[src/rtl/ac_pkg.sv]
package ac_pkg;
   typedef enum logic [1:0] {
      ST_IDLE = 2'd0,
      ST_WAIT = 2'd1,
      ST_RECV = 2'd2
   } ac_state_e;

   typedef enum logic {
      SRC_STOP  = 1'b0,
      SRC_COUNT = 1'b1
   } ac_src_e;

   typedef struct packed {
      logic tmo;
      logic crc;
      logic endb;
      logic idx;
   } ac_err_t;

   localparam int unsigned POS_NE   = 0;
   localparam int unsigned POS_TMO  = 1;
   localparam int unsigned POS_CRC  = 2;
   localparam int unsigned POS_END  = 3;
   localparam int unsigned POS_IDX  = 4;
   localparam int unsigned POS_CNI  = 7;
   localparam int unsigned STAT_W   = 8;
endpackage

[src/rtl/ac_crc_ser.sv]
module ac_crc_ser #(
   parameter int unsigned        W    = 7,
   parameter logic [W-1:0]       POLY = 7'h09
) (
   input  logic         clk,
   input  logic         rst_n,
   input  logic         clr,
   input  logic         en,
   input  logic         din,
   output logic [W-1:0] crc
);
   logic         fb;
   logic [W-1:0] nxt;

   if (W < 2) begin : g_bad_w
      $error("ac_crc_ser: W must be at least 2");
   end

   assign fb = din ^ crc[W-1];

   for (genvar i = 0; i < W; i++) begin : g_bit
      if (i == 0) begin : g_lsb
         assign nxt[i] = POLY[i] & fb;
      end else begin : g_upper
         assign nxt[i] = crc[i-1] ^ (POLY[i] & fb);
      end
   end

   always_ff @(posedge clk or negedge rst_n) begin
      if (!rst_n)   crc <= '0;
      else if (clr) crc <= '0;
      else if (en)  crc <= nxt;
   end
endmodule

[src/rtl/ac_tmo.sv]
module ac_tmo #(
   parameter int unsigned LIMIT = 64
) (
   input  logic clk,
   input  logic rst_n,
   input  logic clr,
   input  logic en,
   output logic expire
);
   localparam int unsigned TW = (LIMIT > 2) ? $clog2(LIMIT) : 1;
   localparam logic [TW-1:0] LAST = TW'(LIMIT - 1);

   logic [TW-1:0] cnt;

   if (LIMIT < 2) begin : g_bad_limit
      $error("ac_tmo: LIMIT must be at least 2");
   end

   assign expire = en && (cnt == LAST);

   always_ff @(posedge clk or negedge rst_n) begin
      if (!rst_n)       cnt <= '0;
      else if (clr)     cnt <= '0;
      else if (expire)  cnt <= '0;
      else if (en)      cnt <= cnt + 1'b1;
   end
endmodule

[src/rtl/ac_frame.sv]
module ac_frame
   import ac_pkg::*;
#(
   parameter int unsigned IDX_W   = 6,
   parameter int unsigned ARG_W   = 32,
   parameter int unsigned CRC_W   = 7,
   parameter logic [CRC_W-1:0] CRC_POLY = 7'h09,
   parameter int unsigned TIMEOUT = 64
) (
   input  logic             clk,
   input  logic             rst_n,
   input  logic             tick,
   input  logic             cmd_in,
   input  logic             launch,
   input  logic [IDX_W-1:0] exp_idx,
   output logic             done,
   output logic             tmo,
   output ac_err_t          err
);
   localparam int unsigned CRC_END = 2 + IDX_W + ARG_W;
   localparam int unsigned FRAME   = CRC_END + CRC_W + 1;
   localparam int unsigned POS_W   = $clog2(FRAME);
   localparam logic [POS_W-1:0] P_IDX_LO = POS_W'(2);
   localparam logic [POS_W-1:0] P_IDX_HI = POS_W'(2 + IDX_W - 1);
   localparam logic [POS_W-1:0] P_CRC_LO = POS_W'(CRC_END);
   localparam logic [POS_W-1:0] P_CRC_HI = POS_W'(FRAME - 2);
   localparam logic [POS_W-1:0] P_LAST   = POS_W'(FRAME - 1);

   if (IDX_W < 2 || ARG_W < 1) begin : g_bad_fields
      $error("ac_frame: field widths too small");
   end

   ac_state_e        state;
   logic [POS_W-1:0] pos;
   logic [IDX_W-1:0] exp_q;
   logic [IDX_W-1:0] idx_sr;
   logic [CRC_W-1:0] rcrc_sr;
   logic [CRC_W-1:0] crc_calc;
   logic             smp;
   logic             waiting;
   logic             seen_start;
   logic             crc_en;
   logic             tmo_en;
   logic             tmo_hit;

   assign smp        = tick && (state != ST_IDLE);
   assign waiting    = smp && (state == ST_WAIT);
   assign seen_start = waiting && !cmd_in;
   assign tmo_en     = waiting && cmd_in;
   assign crc_en     = seen_start || (smp && state == ST_RECV && pos < P_CRC_LO);

   ac_crc_ser #(.W(CRC_W), .POLY(CRC_POLY)) u_crc (
      .clk   (clk),
      .rst_n (rst_n),
      .clr   (launch),
      .en    (crc_en),
      .din   (cmd_in),
      .crc   (crc_calc)
   );

   ac_tmo #(.LIMIT(TIMEOUT)) u_tmo (
      .clk    (clk),
      .rst_n  (rst_n),
      .clr    (launch),
      .en     (tmo_en),
      .expire (tmo_hit)
   );

   always_ff @(posedge clk or negedge rst_n) begin
      if (!rst_n) begin
         state   <= ST_IDLE;
         pos     <= '0;
         exp_q   <= '0;
         idx_sr  <= '0;
         rcrc_sr <= '0;
      end else if (launch) begin
         state <= ST_WAIT;
         pos   <= '0;
         exp_q <= exp_idx;
      end else if (smp) begin
         unique case (state)
            ST_WAIT: begin
               if (!cmd_in) begin
                  state <= ST_RECV;
                  pos   <= POS_W'(1);
               end else if (tmo_hit) begin
                  state <= ST_IDLE;
               end
            end
            ST_RECV: begin
               if (pos >= P_IDX_LO && pos <= P_IDX_HI)
                  idx_sr <= {idx_sr[IDX_W-2:0], cmd_in};
               if (pos >= P_CRC_LO && pos <= P_CRC_HI)
                  rcrc_sr <= {rcrc_sr[CRC_W-2:0], cmd_in};
               if (pos == P_LAST) state <= ST_IDLE;
               else               pos   <= pos + 1'b1;
            end
            default: state <= ST_IDLE;
         endcase
      end
   end

   assign done     = smp && (state == ST_RECV) && (pos == P_LAST) && !launch;
   assign tmo      = tmo_hit && !launch;
   assign err.tmo  = tmo;
   assign err.crc  = done && (rcrc_sr != crc_calc);
   assign err.endb = done && !cmd_in;
   assign err.idx  = done && (idx_sr != exp_q);
endmodule

[src/rtl/ac_resp_check.sv]
module ac_resp_check
   import ac_pkg::*;
#(
   parameter int unsigned IDX_W   = 6,
   parameter int unsigned ARG_W   = 32,
   parameter int unsigned CRC_W   = 7,
   parameter int unsigned TIMEOUT = 64
) (
   input  logic             clk,
   input  logic             rst_n,
   input  logic             sd_tick,
   input  logic             cmd_in,
   input  logic             launch,
   input  logic             launch_kind,
   input  logic [IDX_W-1:0] launch_idx,
   input  logic             skip,
   input  logic             xfer_active,
   input  logic             cmd_pending,
   input  logic             clr,
   output logic [7:0]       status,
   output logic             err_strobe
);
   localparam logic [CRC_W-1:0] POLY = CRC_W'(7'h09);

   ac_src_e                 src_q;
   ac_err_t                 ferr;
   logic                    fdone;
   logic                    ftmo;
   logic [STAT_W-1:0]       nxt;
   logic                    any_rsp;
   logic                    rep;

   ac_frame #(
      .IDX_W    (IDX_W),
      .ARG_W    (ARG_W),
      .CRC_W    (CRC_W),
      .CRC_POLY (POLY),
      .TIMEOUT  (TIMEOUT)
   ) u_frame (
      .clk     (clk),
      .rst_n   (rst_n),
      .tick    (sd_tick),
      .cmd_in  (cmd_in),
      .launch  (launch),
      .exp_idx (launch_idx),
      .done    (fdone),
      .tmo     (ftmo),
      .err     (ferr)
   );

   always_ff @(posedge clk or negedge rst_n) begin
      if (!rst_n)      src_q <= SRC_STOP;
      else if (launch) src_q <= ac_src_e'(launch_kind);
   end

   always_comb begin
      nxt     = '0;
      any_rsp = 1'b0;
      if (fdone || ftmo) begin
         nxt[POS_TMO] = ferr.tmo;
         if (!ferr.tmo) begin
            nxt[POS_CRC] = ferr.crc;
            nxt[POS_END] = ferr.endb;
            nxt[POS_IDX] = ferr.idx;
         end
         any_rsp      = |nxt[POS_IDX:POS_TMO];
         nxt[POS_CNI] = any_rsp && (src_q == SRC_STOP) && cmd_pending;
      end else if (skip && xfer_active) begin
         nxt[POS_NE] = 1'b1;
      end
   end

   assign rep = |nxt;

   always_ff @(posedge clk or negedge rst_n) begin
      if (!rst_n) begin
         status     <= '0;
         err_strobe <= 1'b0;
      end else if (rep) begin
         status     <= nxt;
         err_strobe <= 1'b1;
      end else begin
         err_strobe <= 1'b0;
         if (clr) status <= '0;
      end
   end
endmodule

[config.mk]
export PLATFORM = sky130hd
export DESIGN_NAME = ac_resp_check
export DESIGN_NICKNAME = d
export VERILOG_FILES = /design/src/rtl/ac_pkg.sv /design/src/rtl/ac_crc_ser.sv /design/src/rtl/ac_tmo.sv /design/src/rtl/ac_frame.sv /design/src/rtl/ac_resp_check.sv
export SDC_FILE = /design/constraint.sdc
export NUM_CORES = 1
export LEC_CHECK = 0
export BUFFER_PORTS_ARGS = -buffer_cell sky130_fd_sc_hd__buf_2
export CORE_ASPECT_RATIO = 0.9
export CORE_MARGIN = 5
export CORE_UTILIZATION = 29
export CTS_CLUSTER_DIAMETER = 100
export DETAILED_ROUTE_END_ITERATION = 8
export GPL_ROUTABILITY_DRIVEN = 0
export SETUP_SLACK_MARGIN = 0.5
export SYNTH_ARGS = -nofsm -noshare
export SYNTH_HDL_FRONTEND = slang
export SYNTH_SLANG_ARGS = --single-unit
[constraint.sdc]
create_clock -name clk -period 1.69 [get_ports clk]
set_input_delay 0.0845 -clock clk [delete_from_list [all_inputs] [get_ports clk]]
set_output_delay 0.0845 -clock clk [all_outputs]
set_load 0.1 [all_outputs]
==> metrics.md, run 1 <==
| Metric | Value |
|---|---|
| Initial antenna violation count | 0 |
| Vias per inst | 4.578 |
| CTS Root Cell | clkbuf_8 |
| Largest net degree at the start of global routing | 49 |
| Finish-stage setup viols | 3 |
| Synth async-reset ratio | 1.000 |
| Clock share of power | 0.340 |
| Fin cells | between 400 and 500 |
| Row count | 32 |
| Clk_skew | around 0.013 ns |
| Worst skew pair latency | roughly 0.30 ns |
| Crit path launch type | flop |
| Number of flops mapped to enable cells by yosys | 0 |
| Register area share after synthesis | 0.4858 |
| Sw Ratio | 0.2614 |
| DRT iter0 DRCs | 40 |
| Synth warn | 0 |
| Netlist Area Pre-Place | 0.002472 mm2 |
| Most used DFF post-synth | dfrtp_1 |
| Htree depth | 2 |
| Share of cells above drive strength 1 | 0.5805 |
| Final WS setup | -0.06287 ns |
| Worst endpoint required time | 1.90 ns |
| CTS tree | built |
| Worst Setup EP | status[2] |
| Pwr per Cell Area | approximately 670 mW/mm2 |
| RSZ-0062 raised after global routing | yes |
| Int Pwr | 0.001806 W |
| CTS Buf Count | 5 |
| Syn_area_per_cell | 10.99 um2 |
| # diodes | 0 |
| Vias in the first global route | 1,949 |
| Setup WS pre-CTS | -0.1080 ns |
| Max Cap Violations | 0 |
| Post-route DRC | 0 |
| Via Count | 1,909 |
| Met3 wire length | 208 um |
| Fmax | 0.5705 GHz |
| FILL cells | 777 |
| RR Endpoint | status[2] |
| Detailed Routing Iterations Pass 1 | 4 |
| Synth cell types | 47 |
| Post-route clock period utilization | 1.037 |
| Logic pwr share | 0.166 |
| Crit Path Max Fanout | 6 |
| First-pass GRT wire length | 9.535 mm |
| P_sw | about 0.00064 W |
| Io pins | 25 |
| NumNets Final | 316 |
| Die Footprint | roughly 0.010 mm2 |
| VDD IR-drop max | 484.5 uV |
| Met2 wire len | 2.644 mm |
| Clock buffer depth | 2 |
| Min-Delay Path Class | primary input to flop |
| Clock sink count | 48 |
| Crit path arrival time | 1.96 ns |
| Final Hold Vio Count | 0 |
| Die width | 107.3 um |
| Register area | 0.001205 mm2 |
| Port bufs | 22 |
| Run status | finished, violations left |
| Leakage | 1.566 nW |
| Violated checks | negative setup slack |
| Initial Utilization | 0.2927 |
| Setup CP Type | flop to flop |
| Final Slew Violations | 0 |
| Post-DP HPWL | 3.722 mm |
| Area of the multi-input gates | 0.001534 mm2 |
| Worst reg-to-reg setup slack | -0.06 ns |
| Final wirelength | 5.599 mm |
| #FFs+latches synth | between 40 and 50 |
| Setup crit end kind | flop |
| Crit Reg-Reg Startpoint | u_frame.pos[1] |
| Critical Path Start | u_frame.pos[1] |
| DR WL/cell | 13.43 um |
| Most frequent cells in the layout | dfrtp_1 (45), buf_4 (33), buf_6 (19) |
| Top layer used by detailed routing | met4 |
| Tmin final | approximately 1.8 ns |
| M1 WL | 2.727 mm |
| Synthesis-to-layout area growth | 47.17% |
| Core area | 0.008448 mm2 |
| Placed cells | around 390 |
| Worst r2r path cells | 6 |
| Sequential Power Share | 0.494 |
| Reg clk slew, reported paths | approximately 0.090 ns |
| Grt ovf | 0 |
| Commonest non-fill, non-tap cell in the layout | dfrtp_1 |
| DRT antenna net count | 0 |
| Total GRT Usage | 0.1119 |
| Die H | 97.60 um |
| Synth Instances | around 230 |
==> cells in the mapped netlist, drive strengths merged, types with 2 or more instances <==
cell type   n  area share
o32ai       2      0.0071
clkbuf      2      0.0030
o211ai      2       0.012
xnor2      19       0.067
nand3      11       0.027
o21ai      12       0.024
or3         2      0.0051
inv         5      0.0076
nor2b       2      0.0051
xor2        2      0.0071
nand2      20       0.030
or2         2      0.0051
mux2       21       0.096
nand4       3       0.010
nand2b      2      0.0051
and3        3      0.0076
a21oi      10       0.020
dfrtp      48        0.49
nor4        4       0.028
nor2       19       0.029
buf        10       0.025
nand3b      4       0.017
mux2i       2      0.0081
ha          3       0.015
a21o        2      0.0061
==> registers in the layout, summed over array words and instances (netlist names), 2 cells and up <==
name and flops:
status 6, u_frame.exp_q 6, u_frame.idx_sr 6, u_frame.pos 6, u_frame.rcrc_sr 7, u_frame.state 2
u_frame.u_crc.crc 7, u_frame.u_tmo.cnt 6
==> final cells by class <==
cell class,count,share of cell area
Tap cell,119,0.04092
Inverter,5,0.005158
Timing Repair Buffer,76,0.1716
Multi-Input combinational cell,161,0.4216
Clock inverter,2,0.009629
Clock buffer,6,0.01994
Sequential cell,48,0.3312
==> what timing repair did <==
action / CTS / global route
endpoints found under the hold margin: 48 / 0
pin swaps: 28 / 23
endpoints found under the setup margin: 41 / 45
hold buffers: 1 / 0
gates resized for setup: 65 / 33
setup buffers: 16 / 7
==> power groups by stage <==
stage | Sequential (W) | Combinational, W | Clock (W)
after floorplan | 0.00125 | 0.000157 | 0
after global placement | 0.00123 | 0.000287 | 0
after detailed placement | 0.00123 | 0.000292 | 0
after CTS | 0.00121 | 0.000368 | 0.000849
after global routing | 0.00121 | 0.000439 | 0.000906
final | 0.00121 | 0.000405 | 0.000831
==> logic make-up after synthesis <==
kind of cell    synth area share
simple gates              0.1857
flops                     0.4858
compound gates           0.09768
mux                       0.1037
xor+xnor                 0.07439
buf+inv                  0.03593
fa+ha+maj                0.01518
other cells             0.001517
==> metal layers <==
metal / vias to the layer above / GRT usage
li1: 923 / -
met1: 949 / 0.1559
met2: 35 / 0.1794
met3: 2 / 0.02458
met4: 0 / 0.02065
met5: - / 0
==> critical path, cell delays in order (launching register included) <==
cell	delay, ns
dfrtp_1	0.37
ha_2	0.21
nand4_4	0.09
or4_4	0.51
nand3_4	0.11
o211ai_4	0.10
o32ai_2	0.27
==> through the flow <==
step / hold slack [ns] / power, W / setup TNS [ns] / area (um2) / util
4_1_cts: 0.006630 / 0.002424 / -0.1763 / 3446 / 0.4079
6_report: 0.01818 / 0.002445 / -0.1529 / 3638 / 0.4307
3_5_place_dp: 0.09359 / 0.001523 / -0.2032 / 2963 / 0.3507
5_1_grt: 0.003742 / 0.002558 / -1.105 / 3638 / 0.4307
2_1_floorplan: -0.2111 / 0.001409 / -0.1308 / 2536 / -
3_3_place_gp: 0.09449 / 0.001516 / -0.01573 / 2963 / 0.3507
==> worst min-delay path by stage <==
stage	start	to	slack (ns)	cells past startpoint
floorplan	rst_n	err_strobe	-0.21	0
global placement	rst_n	status[7]	0.09	2
detailed placement	rst_n	status[2]	0.09	2
CTS	launch_idx[5]	u_frame.exp_q[5]	0.007	2
global route	launch_idx[2]	u_frame.exp_q[2]	0.004	2
finish	launch_idx[3]	u_frame.exp_q[3]	0.02	2
(Power assumes the default switching activity.)
==> inputs of run 2 (changes only) <==
--- a/config.mk
+++ b/config.mk
@@ -5,11 +5,13 @@
 export SDC_FILE = /design/constraint.sdc
 export NUM_CORES = 1
 export LEC_CHECK = 0
-export BUFFER_PORTS_ARGS = -buffer_cell sky130_fd_sc_hd__buf_2
+export ABC_AREA = 1
+export BUFFER_PORTS_ARGS = -buffer_cell sky130_fd_sc_hd__buf_4
 export CORE_ASPECT_RATIO = 0.9
 export CORE_MARGIN = 5
 export CORE_UTILIZATION = 29
 export CTS_CLUSTER_DIAMETER = 100
+export CTS_CLUSTER_SIZE = 28
 export DETAILED_ROUTE_END_ITERATION = 8
 export GPL_ROUTABILITY_DRIVEN = 0
 export SETUP_SLACK_MARGIN = 0.5
==> run 2 against run 1 <==
  * The run now ends clean
  * Synthesized area up 1.5%
  * Core utilization fell by 1.4 points
  * Fmax up 13%
  * Global-route usage is 0.69 points higher
  * Wire length rose by 15%
  * Sequential share of layout area rose by 0.78 points
  * Combinational power is 56% higher
  * Non-clock buffer count decreased by 8
  * Setup slack gained 0.21 ns
  * Final cell count is 20% higher
  * Total power up 7.9%
  * Critical endpoint is now u_frame.pos[2]
  * Highest routed layer unchanged
==> metrics.md, run 2 <==
| Metric | Value |
|---|---|
| Synth Instances | 312 (was 225) |
| Setup crit end kind | flop (unchanged) |
| Min-Delay Path Class | primary input to flop (unchanged) |
| Fmax | 0.6468 GHz (was 0.5705 GHz) |
| Netlist Area Pre-Place | 0.002510 mm2 (was 0.002472 mm2) |
| FILL cells | 817 (was 777) |
| Setup WS pre-CTS | 0.08775 ns (was -0.1080 ns) |
| Hold_ws | 0.006419 ns (was 0.01818 ns) |
| RSZ-0062 raised after global routing | yes (unchanged) |
| Run status | finished, final reports clean (was finished, violations left) |
| Syn_area_per_cell | 8.045 um2 (was 10.99 um2) |
| Synth cell types | 35 (was 47) |
| Synth warn | 0 (unchanged) |
| # diodes | 0 (unchanged) |
| Clock buffer depth | 2 (unchanged) |
| DRT iter0 DRCs | 167 (was 40) |
| #FFs+latches synth | 48 (unchanged) |
| NumNets Final | 400 (was 316) |
| Total GRT Usage | 0.1188 (was 0.1119) |
| Synthesis-to-layout area growth | 41.63% (was 47.17%) |
| Die Footprint | 0.01062 mm2 (was 0.01047 mm2) |
| Worst endpoint required time | 1.91 ns (was 1.90 ns) |
| Yosys top cell area share | 0.4786 (was 0.4858) |
| Commonest non-fill, non-tap cell in the layout | nand2_1 (was dfrtp_1) |
| Via Count | 2,279 (was 1,909) |
| Post-route cell area | 0.003555 mm2 (was 0.003638 mm2) |
| Cell taking the most area after synthesis | dfrtp_1 (unchanged) |
| Tmin final | 1.546 ns (was 1.753 ns) |
| Post-synth top cells | nand2_1 (97), dfrtp_1 (48), inv_1 (37) (was dfrtp_1 (48), mux2_2 (21), nand2_1 (20)) |
| DRT antenna net count | 0 (unchanged) |
| Setup CP Type | flop to flop (unchanged) |
| Most used DFF post-synth | dfrtp_1 (unchanged) |
| Final Hold Vio Count | 0 (unchanged) |
| Register area share after synthesis | 0.4786 (was 0.4858) |
| Met3 wire length | 307 um (was 208 um) |
| Share of cells above drive strength 1 | 0.3648 (was 0.5805) |
| Top layer used by detailed routing | met4 (unchanged) |
| Die H | 98.26 um (was 97.60 um) |
| Met2 wire len | 3.212 mm (was 2.644 mm) |
| DP Area | 0.002851 mm2 (was 0.002963 mm2) |
| Area of the multi-input gates | 0.001361 mm2 (was 0.001534 mm2) |
| Clock sink count | 48 (unchanged) |
| Worst Hold Depth | 3 (was 2) |
| Clk_skew | 0.004393 ns (was 0.01317 ns) |
| Row count | 32 (unchanged) |
| VDD IR-drop max | 294.0 uV (was 484.5 uV) |
| Max stage delay on crit path | 0.40 ns (was 0.51 ns) |
| CTS tree | built (unchanged) |
| Port bufs | 22 (unchanged) |
| Detailed Routing Iterations Pass 1 | 4 (unchanged) |
| CTS Buf Count | 5 (unchanged) |
| Slowest CP cell | dfrtp_1 (was or4_4) |
| Worst skew pair latency | 0.30 ns (about the same) |
| Largest registers | u_frame.rcrc_sr: 7 flops, u_frame.u_crc.crc: 7 flops (unchanged) |
| Most frequent cells in the layout | nand2_1 (87), buf_4 (55), dfrtp_1 (45) (was dfrtp_1 (45), buf_4 (33), buf_6 (19)) |
| Crit Path Max Fanout | 6 (unchanged) |
| Final wirelength | 6.426 mm (was 5.599 mm) |
| Core area | 0.008528 mm2 (was 0.008448 mm2) |
| Final Slew Violations | 0 (unchanged) |
| Synth async-reset ratio | 1.000 (unchanged) |
| Slew margin rel. | 0.5883 |
| Area contributors post-synth | dfrtp_1 (48%), nand2_1 (15%), inv_1 (5.5%) (was dfrtp_1 (49%), mux2_2 (9.6%), xnor2_1 (6.7%)) |
| Largest net degree at the start of global routing | 49 (unchanged) |
| Post-route clock period utilization | 0.9149 (was 1.037) |
| Worst reg-to-reg setup slack | 0.14 ns (was -0.06 ns) |
| Initial antenna violation count | 0 (unchanged) |
| Post-DP HPWL | 3.676 mm (was 3.722 mm) |
| Register area | 0.001205 mm2 (unchanged) |
| Count leader, synth | nand2_1 (was dfrtp_1) |
| Reg clk slew, reported paths | 0.09 ns (about the same) |
| First-pass GRT wire length | 10.20 mm (was 9.535 mm) |
| Crit-path cells | inv_2 > nand2_1 > nand3_2 > nand3_4 > buf_4 > nor2_4 > o22ai_1 > a21oi_1 (was ha_2 > nand4_4 > or4_4 > nand3_4 > o211ai_4 > o32ai_2) |
| Min-delay src | launch_kind (was launch_idx[3]) |
| Die width | 108.1 um (was 107.3 um) |
| Crit path arrival time | 1.76 ns (was 1.96 ns) |
| Io pins | 25 (unchanged) |
| Endpoint, Worst Hold | src_q (was u_frame.exp_q[3]) |
| Crit Reg-Reg Startpoint | u_frame.state[0] (was u_frame.pos[1]) |
| Setup TNS | 0 ns (was -0.1529 ns) |
| CTS Root Cell | clkbuf_8 (unchanged) |
| Initial Utilization | 0.2943 (was 0.2927) |
| DR WL/cell | 12.85 um (was 13.43 um) |
| Leakage | 1.658 nW (was 1.566 nW) |
| Worst r2r path cells | 8 (was 6) |
| Crit path launch type | flop (unchanged) |
| RR Endpoint | u_frame.pos[2] (was status[2]) |
| Vias per inst | 4.558 (was 4.578) |
| Vias in the first global route | 2,158 (was 1,949) |
| Finish-stage setup viols | 0 (was 3) |
| Pwr per Cell Area | 741.8 mW/mm2 (was 671.9 mW/mm2) |
| Max Cap Violations | 0 (unchanged) |
| Post-route DRC | 0 (unchanged) |
| Grt ovf | 0 (unchanged) |
| Htree depth | 2 (unchanged) |
| Number of flops mapped to enable cells by yosys | 0 (unchanged) |
| Worst Max-Slew Pin Slew | ~0.62 ns |
| Final WS setup | 0.1439 ns (was -0.06287 ns) |
| M1 WL | 2.743 mm (was 2.727 mm) |
-- run 2: cell types whose count changed in the layout (fill, tap and decap cells not counted), sizes merged, moves of 5 or more --
cell / change
mux2: -21
nor3: +6
nand3: +10
o21ai: +26
nand2: +81
inv: +37
xnor2: -16
nand4: +5
buf: -10
-- run 2: repair_timing --
item | 4_1_cts | 5_1_grt
pin swaps | 9 | 12
buffers inserted | 24 | 14
resized for setup | 31 | 37
cloned | 2 | 0
endpoints found under the setup margin | 39 | 41
hold buffers | 5 | 0
endpoints found under the hold margin | 52 | 0
-- run 2: per-stage QoR --
stage,utilization,cells,power (W)
finish,0.4168,500,0.002637
detailed placement,0.3344,448,0.001696
global route,0.4168,500,0.002762
global placement,0.3344,448,0.001694
CTS,0.3886,486,0.002581
floorplan,-,313,0.001574
-- run 2: worst max-delay path by stage --
stage                startpoint                   end  cells after the start
3_3_place_gp     u_frame.pos[1]  u_frame.u_crc.crc[6]                      9
3_5_place_dp     u_frame.pos[1]  u_frame.u_crc.crc[2]                      9
2_1_floorplan    u_frame.pos[1]  u_frame.u_crc.crc[5]                      9
6_report       u_frame.state[0]        u_frame.pos[2]                      8
5_1_grt          u_frame.pos[0]        u_frame.pos[2]                      9
4_1_cts          u_frame.pos[3]  u_frame.u_crc.crc[2]                      6
-- run 2: logic make-up after synthesis --
| group | count (synthesis) | share of synthesized area |
|---|---|---|
| xor gates and xnor gates | 4 | 0.01396 |
| adders and majority gates | 3 | 0.01496 |
| DFF | 48 | 0.4786 |
| AOI/OAI and AO/OA | 54 | 0.1241 |
| and+or+nand+nor | 152 | 0.2792 |
| buffers and inverters | 50 | 0.08773 |
| other | 1 | 0.001494 |
-- run 2: worst max-delay path, delay by kind of cell, from the launching register on --
kind | cells | cell delay [ns]
AND/OR/NAND/NOR | 4 | 0.52
buffers and inverters | 2 | 0.30
flip-flops | 1 | 0.40
AO/OA/AOI/OAI | 2 | 0.25
-- run 2: layout make-up --
type / count / share of cell area
multi-input cells: 216 / 0.3830
flip-flops and latches: 48 / 0.3390
repair buffers: 68 / 0.1619
inverters: 42 / 0.04717
well taps: 119 / 0.04189
clock buffers: 7 / 0.02710
-- run 2: where the power goes --
group          internal (W)  total [W]  switching (W)
registers           0.00121    0.00127      0.0000544
logic              0.000270   0.000630       0.000359
clock network      0.000365   0.000742       0.000377
total               0.00185    0.00264       0.000791
-- run 2: metal layers --
metal / vias to the layer above / global-route usage
li1: 1139 / -
met1: 1062 / 0.1473
met2: 62 / 0.1993
met3: 16 / 0.03173
met4: 0 / 0.03981
met5: - / 0
==> inputs of run 3 (changes only) <==
--- a/config.mk
+++ b/config.mk
@@ -17,4 +17,5 @@
 export SETUP_SLACK_MARGIN = 0.5
 export SYNTH_ARGS = -nofsm -noshare
 export SYNTH_HDL_FRONTEND = slang
+export SYNTH_HIERARCHICAL = 1
 export SYNTH_SLANG_ARGS = --single-unit
==> run 3 against run 2 <==
  * The flow now finishes with violations (negative setup slack)
  * Via count is 3.9% higher
  * Die area is 4.1% higher
  * Clock power is 36% higher
  * Sequential share of layout area is 2.2 points lower
  * Critical path depth is 6 higher
  * Final area is 6.6% higher
  * Global-route usage is 0.082 points lower
  * Wire length is 1.0% lower
  * First-iteration DRC count is 28% lower
  * Largest cell class unchanged
  * Largest power group unchanged
==> metrics.md, run 3 <==
| Metric | Value |
|---|---|
| Pwr per Cell Area | 714.3 mW/mm2 (was 741.8 mW/mm2) |
| Final wirelength | 6.359 mm (was 6.426 mm) |
| DRT iter0 DRCs | 121 (was 167) |
| Worst Max-Slew Pin Slew | 0.6290 ns (was 0.6176 ns) |
| First-pass GRT wire length | 10.39 mm (was 10.20 mm) |
| Largest family of logic cells by synthesized area | simple AND/OR/NAND/NOR gates (unchanged) |
| Clock share of power | 0.375 (was 0.281) |
| Crit path arrival time | 2.06 ns (was 1.76 ns) |
| Register area share after synthesis | 0.4576 (was 0.4786) |
| NumNets Final | 431 (was 400) |
| Setup crit end kind | flop (unchanged) |
| RR Endpoint | status[3] (was u_frame.pos[2]) |
| Clk_skew | 0.02126 ns (was 0.004393 ns) |
| Setup WS pre-CTS | -0.1604 ns (was 0.08775 ns) |
| Critical Path Start | u_frame/state[1] (was u_frame.state[0]) |
| Fmax | 0.5515 GHz (was 0.6468 GHz) |
| Post-DP HPWL | 4.276 mm (was 3.676 mm) |
| Count leader, synth | nand2_1 (unchanged) |
| Violated checks | negative setup slack |
| Adder-Cell Fraction of Synth Area | 0.01430 (was 0.01496) |
| Mux cell area share after synthesis | 0 (unchanged) |
| Tmin final | 1.813 ns (was 1.546 ns) |
| Worst reg-to-reg setup slack | -0.12 ns (was 0.14 ns) |
| Clock buffer depth | 2 (unchanged) |
| Grt ovf | 0 (unchanged) |
| Reg clk slew, reported paths | 0.09 ns (about the same) |
| Register area | 0.001201 mm2 (was 0.001205 mm2) |
| Worst endpoint required time | 1.93 ns (was 1.91 ns) |
| Clock sink count | 48 (unchanged) |
| P_sw | 0.0007299 W (was 0.0007907 W) |
| FILL cells | 874 (was 817) |
| Most used DFF post-synth | dfrtp_1 (unchanged) |
| Finish-stage setup viols | 9 (was 0) |
| Initial Utilization | 0.2930 (was 0.2943) |
| Io pins | 25 (unchanged) |
| Final Hold Vio Count | 0 (unchanged) |
| Logic pwr share | 0.176 (was 0.239) |
| Simple-Gate Fraction of Synth Area | 0.3112 (was 0.2792) |
| Area contributors post-synth | dfrtp_1 (46%), nand2_1 (12%), nand3_1 (6.3%) (was dfrtp_1 (48%), nand2_1 (15%), inv_1 (5.5%)) |
| Die H | 100.3 um (was 98.26 um) |
| #FFs+latches synth | 48 (unchanged) |
| Commonest non-fill, non-tap cell in the layout | nand2_1 (unchanged) |
| Initial antenna violation count | 0 (unchanged) |
| Synth warn | 6 (was 0) |
| # diodes | 0 (unchanged) |
| Die Footprint | 0.01106 mm2 (was 0.01062 mm2) |
| Row count | 33 (was 32) |
| Yosys top cell area share | 0.4576 (was 0.4786) |
| Vias per inst | 4.426 (was 4.558) |
| DR WL/cell | 11.89 um (was 12.85 um) |
| Netlist Area Pre-Place | 0.002625 mm2 (was 0.002510 mm2) |
| Slew margin rel. | 0.5807 (was 0.5883) |
| Worst Setup EP | status[3] (was u_frame.pos[2]) |
| DP Area | 0.003178 mm2 (was 0.002851 mm2) |
| Cell taking the most area after synthesis | dfrtp_1 (unchanged) |
| Crit Path Max Fanout | 7 (was 6) |
| Sequential Power Share | 0.449 (was 0.480) |
| VDD IR-drop max | 452.3 uV (was 294.0 uV) |
| Syn_area_per_cell | 7.859 um2 (was 8.045 um2) |
| Largest net degree at the start of global routing | 49 (unchanged) |
| Synth async-reset ratio | 1.000 (unchanged) |
| Synth Instances | 334 (was 312) |
| Via Count | 2,368 (was 2,279) |
| Area of the multi-input gates | 0.001454 mm2 (was 0.001361 mm2) |
| Hold_ws | 0.1147 ns (was 0.006419 ns) |
| CTS tree | built (unchanged) |
| Most frequent cells in the layout | nand2_1 (73), buf_4 (57), dfrtp_1 (48) (was nand2_1 (87), buf_4 (55), dfrtp_1 (45)) |
| Min-Delay Path Class | primary input to flop (unchanged) |
| Htree depth | 2 (unchanged) |
| Post-route DRC | 0 (unchanged) |
| Vias in the first global route | 2,234 (was 2,158) |
| Int Pwr | 0.001977 W (was 0.001846 W) |
| Worst r2r path cells | 14 (was 8) |
| Setup CP Type | flop to flop (unchanged) |
| Port bufs | 22 (unchanged) |
| Post-route cell area | 0.003790 mm2 (was 0.003555 mm2) |
| Core area | 0.008960 mm2 (was 0.008528 mm2) |
| Compound-Gate Fraction of Synth Area | 0.08627 (was 0.1241) |
| CTS Buf Count | 5 (unchanged) |
| Share of cells above drive strength 1 | 0.3923 (was 0.3648) |
| Largest registers | u_frame/rcrc_sr: 7 flops, u_frame/u_crc/crc: 7 flops (was u_frame.rcrc_sr: 7 flops, u_frame.u_crc.crc: 7 flops) |
| XOR/XNOR share of the synthesized area | 0.03337 (was 0.01396) |
| CTS Root Cell | clkbuf_8 (unchanged) |
| Synthesis-to-layout area growth | 44.38% (was 41.63%) |
| Final Slew Violations | 0 (unchanged) |
| Run status | finished, violations left (was finished, final reports clean) |
| Die width | 110.3 um (was 108.1 um) |
| DRT antenna net count | 0 (unchanged) |
| Post-synth top cells | nand2_1 (83), dfrtp_1 (48), inv_1 (41) (was nand2_1 (97), dfrtp_1 (48), inv_1 (37)) |
| Synth cell types | 29 (was 35) |
| Number of flops mapped to enable cells by yosys | 0 (unchanged) |
| Total GRT Usage | 0.1180 (was 0.1188) |
| Post-route clock period utilization | 1.073 (was 0.9149) |
| Crit path launch type | flop (unchanged) |
| Worst skew pair latency | 0.31 ns (was 0.30 ns) |
| RSZ-0062 raised after global routing | yes (unchanged) |
| Max Cap Violations | 0 (unchanged) |
| Sw Ratio | 0.2696 (was 0.2999) |
| Final WS setup | -0.1231 ns (was 0.1439 ns) |
| Leakage | 1.845 nW (was 1.658 nW) |
| Detailed Routing Iterations Pass 1 | 4 (unchanged) |
| Crit Reg-Reg Startpoint | u_frame/state[1] (was u_frame.state[0]) |
run 3: cell count changes after synthesis, moves of 6 or more:
| cell | previous run | this run |
|---|---|---|
| o21ai_1 | 13 | 7 |
| nand2_1 | 97 | 83 |
| inv_2 | 4 | 10 |
| nor2_1 | 12 | 34 |
| nand3_1 | 15 | 33 |
| nand2_2 | 3 | 9 |
| o21ai_0 | 21 | 10 |
run 3: layer usage:
layer	vias up	wire length, um	share of wire	GRT usage
met5	-	0	0	0
met4	0	31	0.0049	0.02557
met3	2	248	0.039	0.03023
met2	32	3110	0.49	0.1936
met1	1131	2968	0.47	0.1567
li1	1203	-	-	-
run 3: critical path, cell delays in order (launching register included):
cell and delay (ns):
dfrtp_1 0.41, nor2_4 0.13, inv_2 0.05, nor3_4 0.12, nand3_1 0.10, nor2_2 0.13
inv_2 0.07, nor2_4 0.09, buf_6 0.13, inv_4 0.05, nand3_4 0.07, nand2_2 0.07
nor2_4 0.18, nand3_1 0.09, nand2_1 0.07
run 3: cells by family (layout without fill, tap and decap cells):
family | count (synthesis) | count (layout)
compound gates | 36 | 36
xor+xnor | 10 | 10
flops | 48 | 48
other cells | 1 | 2
simple gates | 178 | 179
fa+ha+maj | 3 | 3
buf+inv | 58 | 135
run 3: per-stage QoR:
step / total power [W] / setup TNS, ns / instances / utilization
6_report: 0.002707 / -1.027 / 535 / 0.4230
5_1_grt: 0.002832 / -2.256 / 535 / 0.4230
4_1_cts: 0.002706 / -0.6775 / 529 / 0.4025
3_5_place_dp: 0.001614 / -1.007 / 503 / 0.3547
3_3_place_gp: 0.001608 / -0.4451 / 503 / 0.3547
2_1_floorplan: 0.001464 / -1.522 / 335 / -
run 3: worst min path at each step:
| stage | depth (start not counted) | from | slack (ns) | end |
|---|---|---|---|---|
| 4_1_cts | 4 | clr | 0.1 | status[4] |
| 3_3_place_gp | 1 | rst_n | 0.14 | u_frame/exp_q[4] |
| 2_1_floorplan | 0 | rst_n | -0.21 | err_strobe |
| 6_report | 4 | clr | 0.11 | status[1] |
| 5_1_grt | 4 | clr | 0.13 | status[0] |
| 3_5_place_dp | 1 | rst_n | 0.15 | u_frame/idx_sr[4] |
run 3: timing repair:
action / CTS / global route
pin swaps: 15 / 36
buffers inserted: 9 / 6
endpoints found under the setup margin: 39 / 41
hold buffers: 8 / 0
cloned: 1 / 0
gates resized for setup: 29 / 37
endpoints found under the hold margin: 55 / 0
run 3: power groups by stage:
| stage | clock network, W | logic (W) | registers [W] |
|---|---|---|---|
| 6_report | 0.00101 | 0.000476 | 0.00122 |
| 2_1_floorplan | 0 | 0.000197 | 0.00127 |
| 3_3_place_gp | 0 | 0.000371 | 0.00124 |
| 3_5_place_dp | 0 | 0.000376 | 0.00124 |
| 5_1_grt | 0.00109 | 0.000523 | 0.00122 |
| 4_1_cts | 0.00104 | 0.000450 | 0.00122 |
run 3: cell type report:
cell class | instances | area share
clock buffer | 5 | 0.01816
clock inverter | 3 | 0.01816
inverter | 51 | 0.05381
multi-input combinational | 230 | 0.3836
sequential | 48 | 0.3169
tap | 122 | 0.04028
timing repair buffer | 76 | 0.1690
